<file path="src/rtl/dphy_seq_pkg.sv">
package dphy_seq_pkg;

    typedef enum logic [3:0] {
        PH_IDLE,
        PH_REQ,
        PH_BRIDGE,
        PH_ZERO,
        PH_SYNC,
        PH_DATA,
        PH_TRAIL,
        PH_EOT,
        PH_EXIT
    } phase_e;

    typedef struct packed {
        logic       lp_p;
        logic       lp_n;
        logic       hs_en;
        logic       hs_stb;
        logic [7:0] data;
    } lane_out_t;

    localparam logic [7:0] SYNC_BYTE = 8'hB8;

    // Clamp a requested lane count into 1..max_lanes
    function automatic int unsigned eff_lanes(input int unsigned req, input int unsigned max_lanes);
        if (req == 0)
            return 1;
        if (req > max_lanes)
            return max_lanes;
        return req;
    endfunction

endpackage

</file>
<file path="src/rtl/dphy_seq_ctrl.sv">
module dphy_seq_ctrl
    import dphy_seq_pkg::*;
#(
    parameter int NUM_LANES = 4,
    parameter int TW        = 8,
    parameter int LC_W      = 3
) (
    input  logic            clk,
    input  logic            rst,
    input  logic [TW-1:0]   cfg_lpx,
    input  logic [TW-1:0]   cfg_prepare,
    input  logic [TW-1:0]   cfg_zero,
    input  logic [TW-1:0]   cfg_trail,
    input  logic [TW-1:0]   cfg_eot,
    input  logic [TW-1:0]   cfg_exit,
    input  logic [LC_W-1:0] lane_count,
    input  logic            clock_ready,
    input  logic            s_valid,
    input  logic            s_last,
    output logic            s_ready,
    output logic            accept,
    output phase_e          phase,
    output logic [LC_W-1:0] act,
    output logic            data_done
);

    phase_e          phase_q;
    logic [TW-1:0]   cnt_q;
    logic [LC_W-1:0] act_q;
    logic            last_seen_q;
    logic            done_q;
    logic [TW-1:0]   trail_len;
    logic            cnt_zero;

    function automatic logic [TW-1:0] len_m1(input logic [TW-1:0] v);
        return (v == '0) ? '0 : v - TW'(1);
    endfunction

    assign trail_len = (cfg_trail == '0) ? TW'(1) : cfg_trail;
    assign cnt_zero  = (cnt_q == '0);
    assign s_ready   = (phase_q == PH_DATA) && !last_seen_q;
    assign accept    = s_ready && s_valid;
    assign phase     = phase_q;
    assign act       = act_q;
    assign data_done = done_q;

    always_ff @(posedge clk) begin
        if (rst) begin
            phase_q     <= PH_IDLE;
            cnt_q       <= '0;
            act_q       <= LC_W'(1);
            last_seen_q <= 1'b0;
            done_q      <= 1'b0;
        end else begin
            done_q <= 1'b0;
            if (phase_q != PH_DATA)
                last_seen_q <= 1'b0;
            else if (accept && s_last)
                last_seen_q <= 1'b1;

            case (phase_q)
                PH_IDLE: begin
                    if (s_valid && clock_ready) begin
                        phase_q <= PH_REQ;
                        cnt_q   <= len_m1(cfg_lpx);
                        act_q   <= LC_W'(eff_lanes(int'(lane_count), NUM_LANES));
                    end
                end
                PH_REQ: begin
                    if (cnt_zero) begin
                        phase_q <= PH_BRIDGE;
                        cnt_q   <= len_m1(cfg_prepare);
                    end else begin
                        cnt_q <= cnt_q - TW'(1);
                    end
                end
                PH_BRIDGE: begin
                    if (cnt_zero) begin
                        phase_q <= PH_ZERO;
                        cnt_q   <= len_m1(cfg_zero);
                    end else begin
                        cnt_q <= cnt_q - TW'(1);
                    end
                end
                PH_ZERO: begin
                    if (cnt_zero)
                        phase_q <= PH_SYNC;
                    else
                        cnt_q <= cnt_q - TW'(1);
                end
                PH_SYNC: begin
                    phase_q <= PH_DATA;
                end
                PH_DATA: begin
                    if (last_seen_q) begin
                        phase_q <= PH_TRAIL;
                        cnt_q   <= trail_len - TW'(1);
                    end
                end
                PH_TRAIL: begin
                    if (cnt_zero) begin
                        done_q <= 1'b1;
                        if (cfg_eot > trail_len) begin
                            phase_q <= PH_EOT;
                            cnt_q   <= cfg_eot - trail_len - TW'(1);
                        end else begin
                            phase_q <= PH_EXIT;
                            cnt_q   <= len_m1(cfg_exit);
                        end
                    end else begin
                        cnt_q <= cnt_q - TW'(1);
                    end
                end
                PH_EOT: begin
                    if (cnt_zero) begin
                        phase_q <= PH_EXIT;
                        cnt_q   <= len_m1(cfg_exit);
                    end else begin
                        cnt_q <= cnt_q - TW'(1);
                    end
                end
                PH_EXIT: begin
                    if (cnt_zero)
                        phase_q <= PH_IDLE;
                    else
                        cnt_q <= cnt_q - TW'(1);
                end
                default: phase_q <= PH_IDLE;
            endcase
        end
    end

    AST_NO_START_NO_CLK: assert property (@(posedge clk) disable iff (rst)
        (phase_q == PH_IDLE && !clock_ready) |=> phase_q == PH_IDLE);
    AST_SYNC_THEN_DATA: assert property (@(posedge clk) disable iff (rst)
        (phase_q == PH_SYNC) |=> phase_q == PH_DATA);
    AST_TRAIL_FROM_DATA: assert property (@(posedge clk) disable iff (rst)
        $rose(phase_q == PH_TRAIL) |-> $past(phase_q) == PH_DATA);
    AST_DONE_AFTER_TRAIL: assert property (@(posedge clk) disable iff (rst)
        data_done |-> ($past(phase_q) == PH_TRAIL && phase_q != PH_TRAIL));
    AST_EXIT_TO_IDLE: assert property (@(posedge clk) disable iff (rst)
        (phase_q == PH_EXIT) |=> (phase_q == PH_EXIT || phase_q == PH_IDLE));

endmodule

</file>
<file path="src/rtl/dphy_lane_dist.sv">
module dphy_lane_dist
    import dphy_seq_pkg::*;
#(
    parameter int NUM_LANES = 4,
    parameter int LC_W      = 3
) (
    input  logic                 clk,
    input  logic                 rst,
    input  phase_e               phase,
    input  logic                 accept,
    input  logic [7:0]           s_data,
    input  logic                 s_last,
    input  logic [LC_W-1:0]      act,
    output logic [7:0]           byte_q [NUM_LANES],
    output logic [NUM_LANES-1:0] stb_q,
    output logic [NUM_LANES-1:0] lastbit_q,
    output logic [NUM_LANES-1:0] act_mask
);

    logic [7:0]      slot_q [NUM_LANES];
    logic [LC_W-1:0] ptr_q;
    logic            beat_done;

    assign beat_done = accept && (s_last || ptr_q == act - LC_W'(1));

    always_comb begin
        for (int l = 0; l < NUM_LANES; l++)
            act_mask[l] = (LC_W'(l) < act);
    end

    // Round-robin write pointer, restarted for every burst
    always_ff @(posedge clk) begin
        if (rst || phase != PH_DATA)
            ptr_q <= '0;
        else if (accept)
            ptr_q <= beat_done ? '0 : ptr_q + LC_W'(1);
    end

    always_ff @(posedge clk) begin
        if (rst) begin
            for (int l = 0; l < NUM_LANES; l++) begin
                slot_q[l]    <= '0;
                byte_q[l]    <= '0;
                stb_q[l]     <= 1'b0;
                lastbit_q[l] <= 1'b0;
            end
        end else begin
            for (int l = 0; l < NUM_LANES; l++) begin
                stb_q[l] <= 1'b0;
                if (phase == PH_ZERO) begin
                    byte_q[l]    <= SYNC_BYTE;
                    lastbit_q[l] <= SYNC_BYTE[7];
                end
                if (accept && ptr_q == LC_W'(l))
                    slot_q[l] <= s_data;
                if (beat_done && LC_W'(l) <= ptr_q) begin
                    stb_q[l] <= 1'b1;
                    if (ptr_q == LC_W'(l)) begin
                        byte_q[l]    <= s_data;
                        lastbit_q[l] <= s_data[7];
                    end else begin
                        byte_q[l]    <= slot_q[l];
                        lastbit_q[l] <= slot_q[l][7];
                    end
                end
            end
        end
    end

    AST_STB_FROM_LANE0: assert property (@(posedge clk) disable iff (rst)
        (|stb_q) |-> stb_q[0]);
    AST_STB_IN_ACTIVE: assert property (@(posedge clk) disable iff (rst)
        (stb_q & ~act_mask) == '0);

endmodule

</file>
<file path="src/rtl/dphy_lane_drv.sv">
module dphy_lane_drv
    import dphy_seq_pkg::*;
(
    input  phase_e     phase,
    input  logic       active,
    input  logic [7:0] byte_in,
    input  logic       stb_in,
    input  logic       lastbit,
    output lane_out_t  lo
);

    always_comb begin
        lo       = '0;
        lo.lp_p  = 1'b1;
        lo.lp_n  = 1'b1;
        if (active) begin
            case (phase)
                PH_REQ: begin
                    lo.lp_p = 1'b0;
                end
                PH_BRIDGE, PH_EOT: begin
                    lo.lp_p = 1'b0;
                    lo.lp_n = 1'b0;
                end
                PH_ZERO: begin
                    lo.lp_p  = 1'b0;
                    lo.lp_n  = 1'b0;
                    lo.hs_en = 1'b1;
                end
                PH_SYNC: begin
                    lo.lp_p   = 1'b0;
                    lo.lp_n   = 1'b0;
                    lo.hs_en  = 1'b1;
                    lo.hs_stb = 1'b1;
                    lo.data   = SYNC_BYTE;
                end
                PH_DATA: begin
                    lo.lp_p   = 1'b0;
                    lo.lp_n   = 1'b0;
                    lo.hs_en  = 1'b1;
                    lo.hs_stb = stb_in;
                    lo.data   = byte_in;
                end
                PH_TRAIL: begin
                    lo.lp_p  = 1'b0;
                    lo.lp_n  = 1'b0;
                    lo.hs_en = 1'b1;
                    lo.data  = {8{~lastbit}};
                end
                default: ;
            endcase
        end
    end

endmodule

</file>
<file path="src/rtl/dphy_burst_seq.sv">
module dphy_burst_seq
    import dphy_seq_pkg::*;
#(
    parameter int NUM_LANES = 4,
    parameter int TW        = 8,
    parameter int LC_W      = $clog2(NUM_LANES) + 1
) (
    input  logic                   clk,
    input  logic                   rst,
    input  logic [TW-1:0]          cfg_lpx,
    input  logic [TW-1:0]          cfg_prepare,
    input  logic [TW-1:0]          cfg_zero,
    input  logic [TW-1:0]          cfg_trail,
    input  logic [TW-1:0]          cfg_eot,
    input  logic [TW-1:0]          cfg_exit,
    input  logic [LC_W-1:0]        lane_count,
    input  logic                   clock_ready,
    input  logic                   s_valid,
    input  logic [7:0]             s_data,
    input  logic                   s_last,
    output logic                   s_ready,
    output logic                   data_done,
    output logic [NUM_LANES-1:0]   lane_lp_p,
    output logic [NUM_LANES-1:0]   lane_lp_n,
    output logic [NUM_LANES-1:0]   lane_hs_en,
    output logic [NUM_LANES-1:0]   lane_hs_stb,
    output logic [8*NUM_LANES-1:0] lane_hs_data
);

    phase_e               phase;
    logic                 accept;
    logic [LC_W-1:0]      act;
    logic [7:0]           byte_q [NUM_LANES];
    logic [NUM_LANES-1:0] stb_q;
    logic [NUM_LANES-1:0] lastbit_q;
    logic [NUM_LANES-1:0] act_mask;

    dphy_seq_ctrl #(.NUM_LANES(NUM_LANES), .TW(TW), .LC_W(LC_W)) u_ctrl (
        .clk         (clk),
        .rst         (rst),
        .cfg_lpx     (cfg_lpx),
        .cfg_prepare (cfg_prepare),
        .cfg_zero    (cfg_zero),
        .cfg_trail   (cfg_trail),
        .cfg_eot     (cfg_eot),
        .cfg_exit    (cfg_exit),
        .lane_count  (lane_count),
        .clock_ready (clock_ready),
        .s_valid     (s_valid),
        .s_last      (s_last),
        .s_ready     (s_ready),
        .accept      (accept),
        .phase       (phase),
        .act         (act),
        .data_done   (data_done)
    );

    dphy_lane_dist #(.NUM_LANES(NUM_LANES), .LC_W(LC_W)) u_dist (
        .clk       (clk),
        .rst       (rst),
        .phase     (phase),
        .accept    (accept),
        .s_data    (s_data),
        .s_last    (s_last),
        .act       (act),
        .byte_q    (byte_q),
        .stb_q     (stb_q),
        .lastbit_q (lastbit_q),
        .act_mask  (act_mask)
    );

    for (genvar l = 0; l < NUM_LANES; l++) begin : g_lane
        lane_out_t lo;

        dphy_lane_drv u_drv (
            .phase   (phase),
            .active  (act_mask[l]),
            .byte_in (byte_q[l]),
            .stb_in  (stb_q[l]),
            .lastbit (lastbit_q[l]),
            .lo      (lo)
        );

        assign lane_lp_p[l]           = lo.lp_p;
        assign lane_lp_n[l]           = lo.lp_n;
        assign lane_hs_en[l]          = lo.hs_en;
        assign lane_hs_stb[l]         = lo.hs_stb;
        assign lane_hs_data[8*l +: 8] = lo.data;

        AST_HS_NO_LP: assert property (@(posedge clk) disable iff (rst)
            lane_hs_en[l] |-> (!lane_lp_p[l] && !lane_lp_n[l]));
        AST_IDLE_LANE_STOP: assert property (@(posedge clk) disable iff (rst)
            !act_mask[l] |-> (lane_lp_p[l] && lane_lp_n[l] && !lane_hs_en[l]));
    end

endmodule

</file>
<file path="config.mk">
export PLATFORM = sky130hd
export DESIGN_NAME = dphy_burst_seq
export DESIGN_NICKNAME = d
export VERILOG_FILES = /design/src/rtl/dphy_seq_pkg.sv /design/src/rtl/dphy_seq_ctrl.sv /design/src/rtl/dphy_lane_dist.sv /design/src/rtl/dphy_lane_drv.sv /design/src/rtl/dphy_burst_seq.sv
export SDC_FILE = /design/constraint.sdc
export NUM_CORES = 1
export LEC_CHECK = 0
export ABC_CLOCK_PERIOD_IN_PS = 2850
export BUFFER_PORTS_ARGS = -buffer_cell sky130_fd_sc_hd__buf_2
export CAP_MARGIN = 10
export CORE_MARGIN = 1
export CORE_UTILIZATION = 52
export CTS_CLUSTER_DIAMETER = 30
export DETAILED_ROUTE_END_ITERATION = 16
export PLACE_DENSITY = 0.77
export SLEW_MARGIN = 10
export SYNTH_ARGS = -nofsm -noshare
export SYNTH_HDL_FRONTEND = slang
export SYNTH_SLANG_ARGS = --single-unit
export TNS_END_PERCENT = 20
</file>
<file path="constraint.sdc">
create_clock -name clk -period 2.85 [get_ports clk]
set_clock_uncertainty 0.05 [all_clocks]
set_input_delay 0.4275 -clock clk [delete_from_list [all_inputs] [get_ports clk]]
set_output_delay 0.4275 -clock clk [all_outputs]
set_load 0.02 [all_outputs]
</file>
==> impl_metrics.tcl <==
set metrics [dict create \
    status "finished clean" \
    hp-class "input pin to register" \
    synth_edf_count 32 \
    ys.flop_type "dfxtp_1" \
    antenna_found_initial 0 \
    synth_seq_area_share 0.312 \
    die_y_um 115 \
    synth_area_leaders "dfxtp_1, edfxtp_1, a21oi_1, nand2_1, ha_1" \
    start_util 0.531 \
    synth_cell_type_count 73 \
    timing.rr.start "u_ctrl.phase[2]" \
    place.gp.congestion 0.946 \
    hold_viol 0 \
    async_reset_ff_frac 0 \
    die_width_um 115 \
    port_buffers 113 \
    die_area_um2 13300 \
    dp_hpwl_mm 15.7 \
    min_path_cells 3 \
    synth_fp_nets 918 \
    setup_tns_ns 0 \
    insertion_delay_ns 0.35 \
    fin_ws_ns 0.143 \
    drc 0 \
    syn_area_um2 6680 \
    power.density_nw_per_um2 708 \
    path_max_fanout 7 \
    cts.path.max_buffers 2 \
    total_leakage_power_uw 0.00330 \
    vias 6916 \
    worstRegToRegCells 5 \
    cts.sinks 88 \
    drt_wl_total_mm 20.4 \
    syn_avg_cell_area_um2 8.06 \
    grt_start_max_net_pins 28 \
    synth_seq_cells 88 \
    rows 41 \
    gr-total-overflow 0 \
    coreArea_um2 12600 \
    dp.cells 1133 \
    ir_drop_uv 633 \
    syn_inst 829 \
    place_ws_ns -0.0174 \
    grt_util_all_layers 0.313 \
    final_cells 1149 \
    worstPathArrival_ns 2.23 \
    cts_buffers 9 \
    wire_per_inst_um 17.7 \
    drv_cap 0 \
    drive_above_1_share 0.243 \
    tightest_slew_ns 0.782 \
    nets 1061 \
    final_util 0.640 \
    min_period_ns 2.71 \
    root_buffer "clkbuf_16" \
    syn2layout_area_growth_pct 20.5 \
    first_global_vias 6373 \
    startpoint_type "register" \
    worstSetupPathType "register to output pin" \
    critPathCaptureType "output pin" \
    h-tree-depth 3 \
    setup_viol 0 \
    drt-initial-drc-count 508 \
    grt_pass1_wl_mm 31.8 \
    num_antenna_cells 0 \
    ant_nets 0 \
    tritoncts "done" \
    worstSetupEndpoint "lane_hs_data[20]" \
    relSlewSlack 0.473 \
    drtPass1Iterations 5 \
    synth_warnings 0 \
    viasPerCell 6.02 \
    reg2reg_slack_ns 0.19 \
    worst-endpoint-required_ns 2.37 \
    clkTransAtPathRegs_ns 0.07 \
    synth.top_cell.area_share 0.168 \
    fmax_ghz 0.369 \
    slew_viol_final 0 \
    rsz0062_at_grt "no" \
    crit_start "u_ctrl.act[0]" \
    reg2reg_to "u_dist.slot_q[2][4]" \
    synth_top_area_cell "dfxtp_1" \
    ios 114 \
    period_share 0.950 \
]
cells in the mapped netlist, drive strengths merged (17+ instances only):
cell type and count:
ha 24, dfxtp 56, mux2i 21, nand2 83, nand2b 29, clkbuf 34
mux2 17, and2 37, a21oi 84, o21ai 36, edfxtp 32, nor2 52
inv 38, nor3 50
report_power, final:
part,switching [uW],internal [uW],total (uW)
clock network,536,604,1140
logic,1770,1220,3000
registers,145,1410,1560
how the worst min path moves through the flow:
stage	start	endpoint	slack (ns)
finish	lane_count[2]	u_ctrl.act[2]	0.29
global route	lane_count[2]	u_ctrl.act[2]	0.31
CTS	lane_count[2]	u_ctrl.act[2]	0.29
detailed placement	u_dist.byte_q[16]	u_dist.byte_q[16]	0.41
global placement	u_dist.byte_q[22]	u_dist.byte_q[22]	0.41
floorplan	u_dist.byte_q[16]	u_dist.byte_q[16]	0.39
stage by stage:
step / total power [uW] / cell area (um2) / hold WS (ns)
after floorplan: 3330 / 6680 / 0.394
after global placement: 4510 / 7760 / 0.407
after detailed placement: 4500 / 7760 / 0.411
after CTS: 5640 / 8040 / 0.291
after global routing: 5990 / 8050 / 0.305
final: 5690 / 8050 / 0.292
sequential cells by signal (all words and copies together) (netlist names):
register            cells
u_dist.slot_q          32
u_dist.byte_q          28
u_ctrl.cnt_q            8
u_ctrl.phase            4
u_dist.lastbit_q        4
u_dist.stb_q            4
u_ctrl.act              3
u_dist.ptr_q            3
u_ctrl.data_done        1
u_ctrl.last_seen_q      1
metal layers:
metal / routed length (um) / global-route usage
met3: 1170 / 0.0369
met1: 8620 / 0.384
met5: 0 / 0
met2: 9650 / 0.529
met4: 942 / 0.185
critical path, stage by stage, from the launching register on:
cell	delay, ns
dfxtp_1	0.44
inv_1	0.13
o21ai_0	0.65
nand2_1	0.29
a21oi_1	0.19
buf_2	0.18
logic make-up (layout without fill, tap and decap cells):
family	count (synthesis)	count (layout)	synth area share
compound gates	220	220	0.215
flops	88	88	0.312
xor+xnor	25	25	0.0348
buf+inv	86	234	0.0526
mux	38	38	0.0601
fa+ha+maj	25	25	0.0480
simple gates	347	347	0.277
what timing repair did:
| item | CTS | global route |
|---|---|---|
| gates resized for setup | 0 | 1 |
| hold buffers | 0 | 0 |
| hold endpoints to repair | 0 | 0 |
| setup endpoints to repair | 0 | 16 |
| setup buffers | 0 | 0 |
layout make-up:
type	instances	area, um2
inverter	38	143
clock buffer	10	229
tap	172	215
clock inverter	6	51.3
fill	1097	4520
multi-input combinational	655	4260
sequential	88	2080
timing repair buffer	180	1070
cells in the final DEF (no fill, tap or decap), types with 15 or more instances in the layout:
cell type,instances
buf_2,113
nand3b_1,15
mux2i_1,21
nand2b_1,29
nand3_1,15
mux2_2,17
nor2_1,52
edfxtp_1,32
a21oi_1,84
and2_1,37
a211oi_1,15
nand2_1,83
buf_4,67
o21ai_0,36
ha_1,24
dfxtp_1,56
inv_1,38
nor3_1,50
Note: power is estimated with default switching activity, not from simulation.
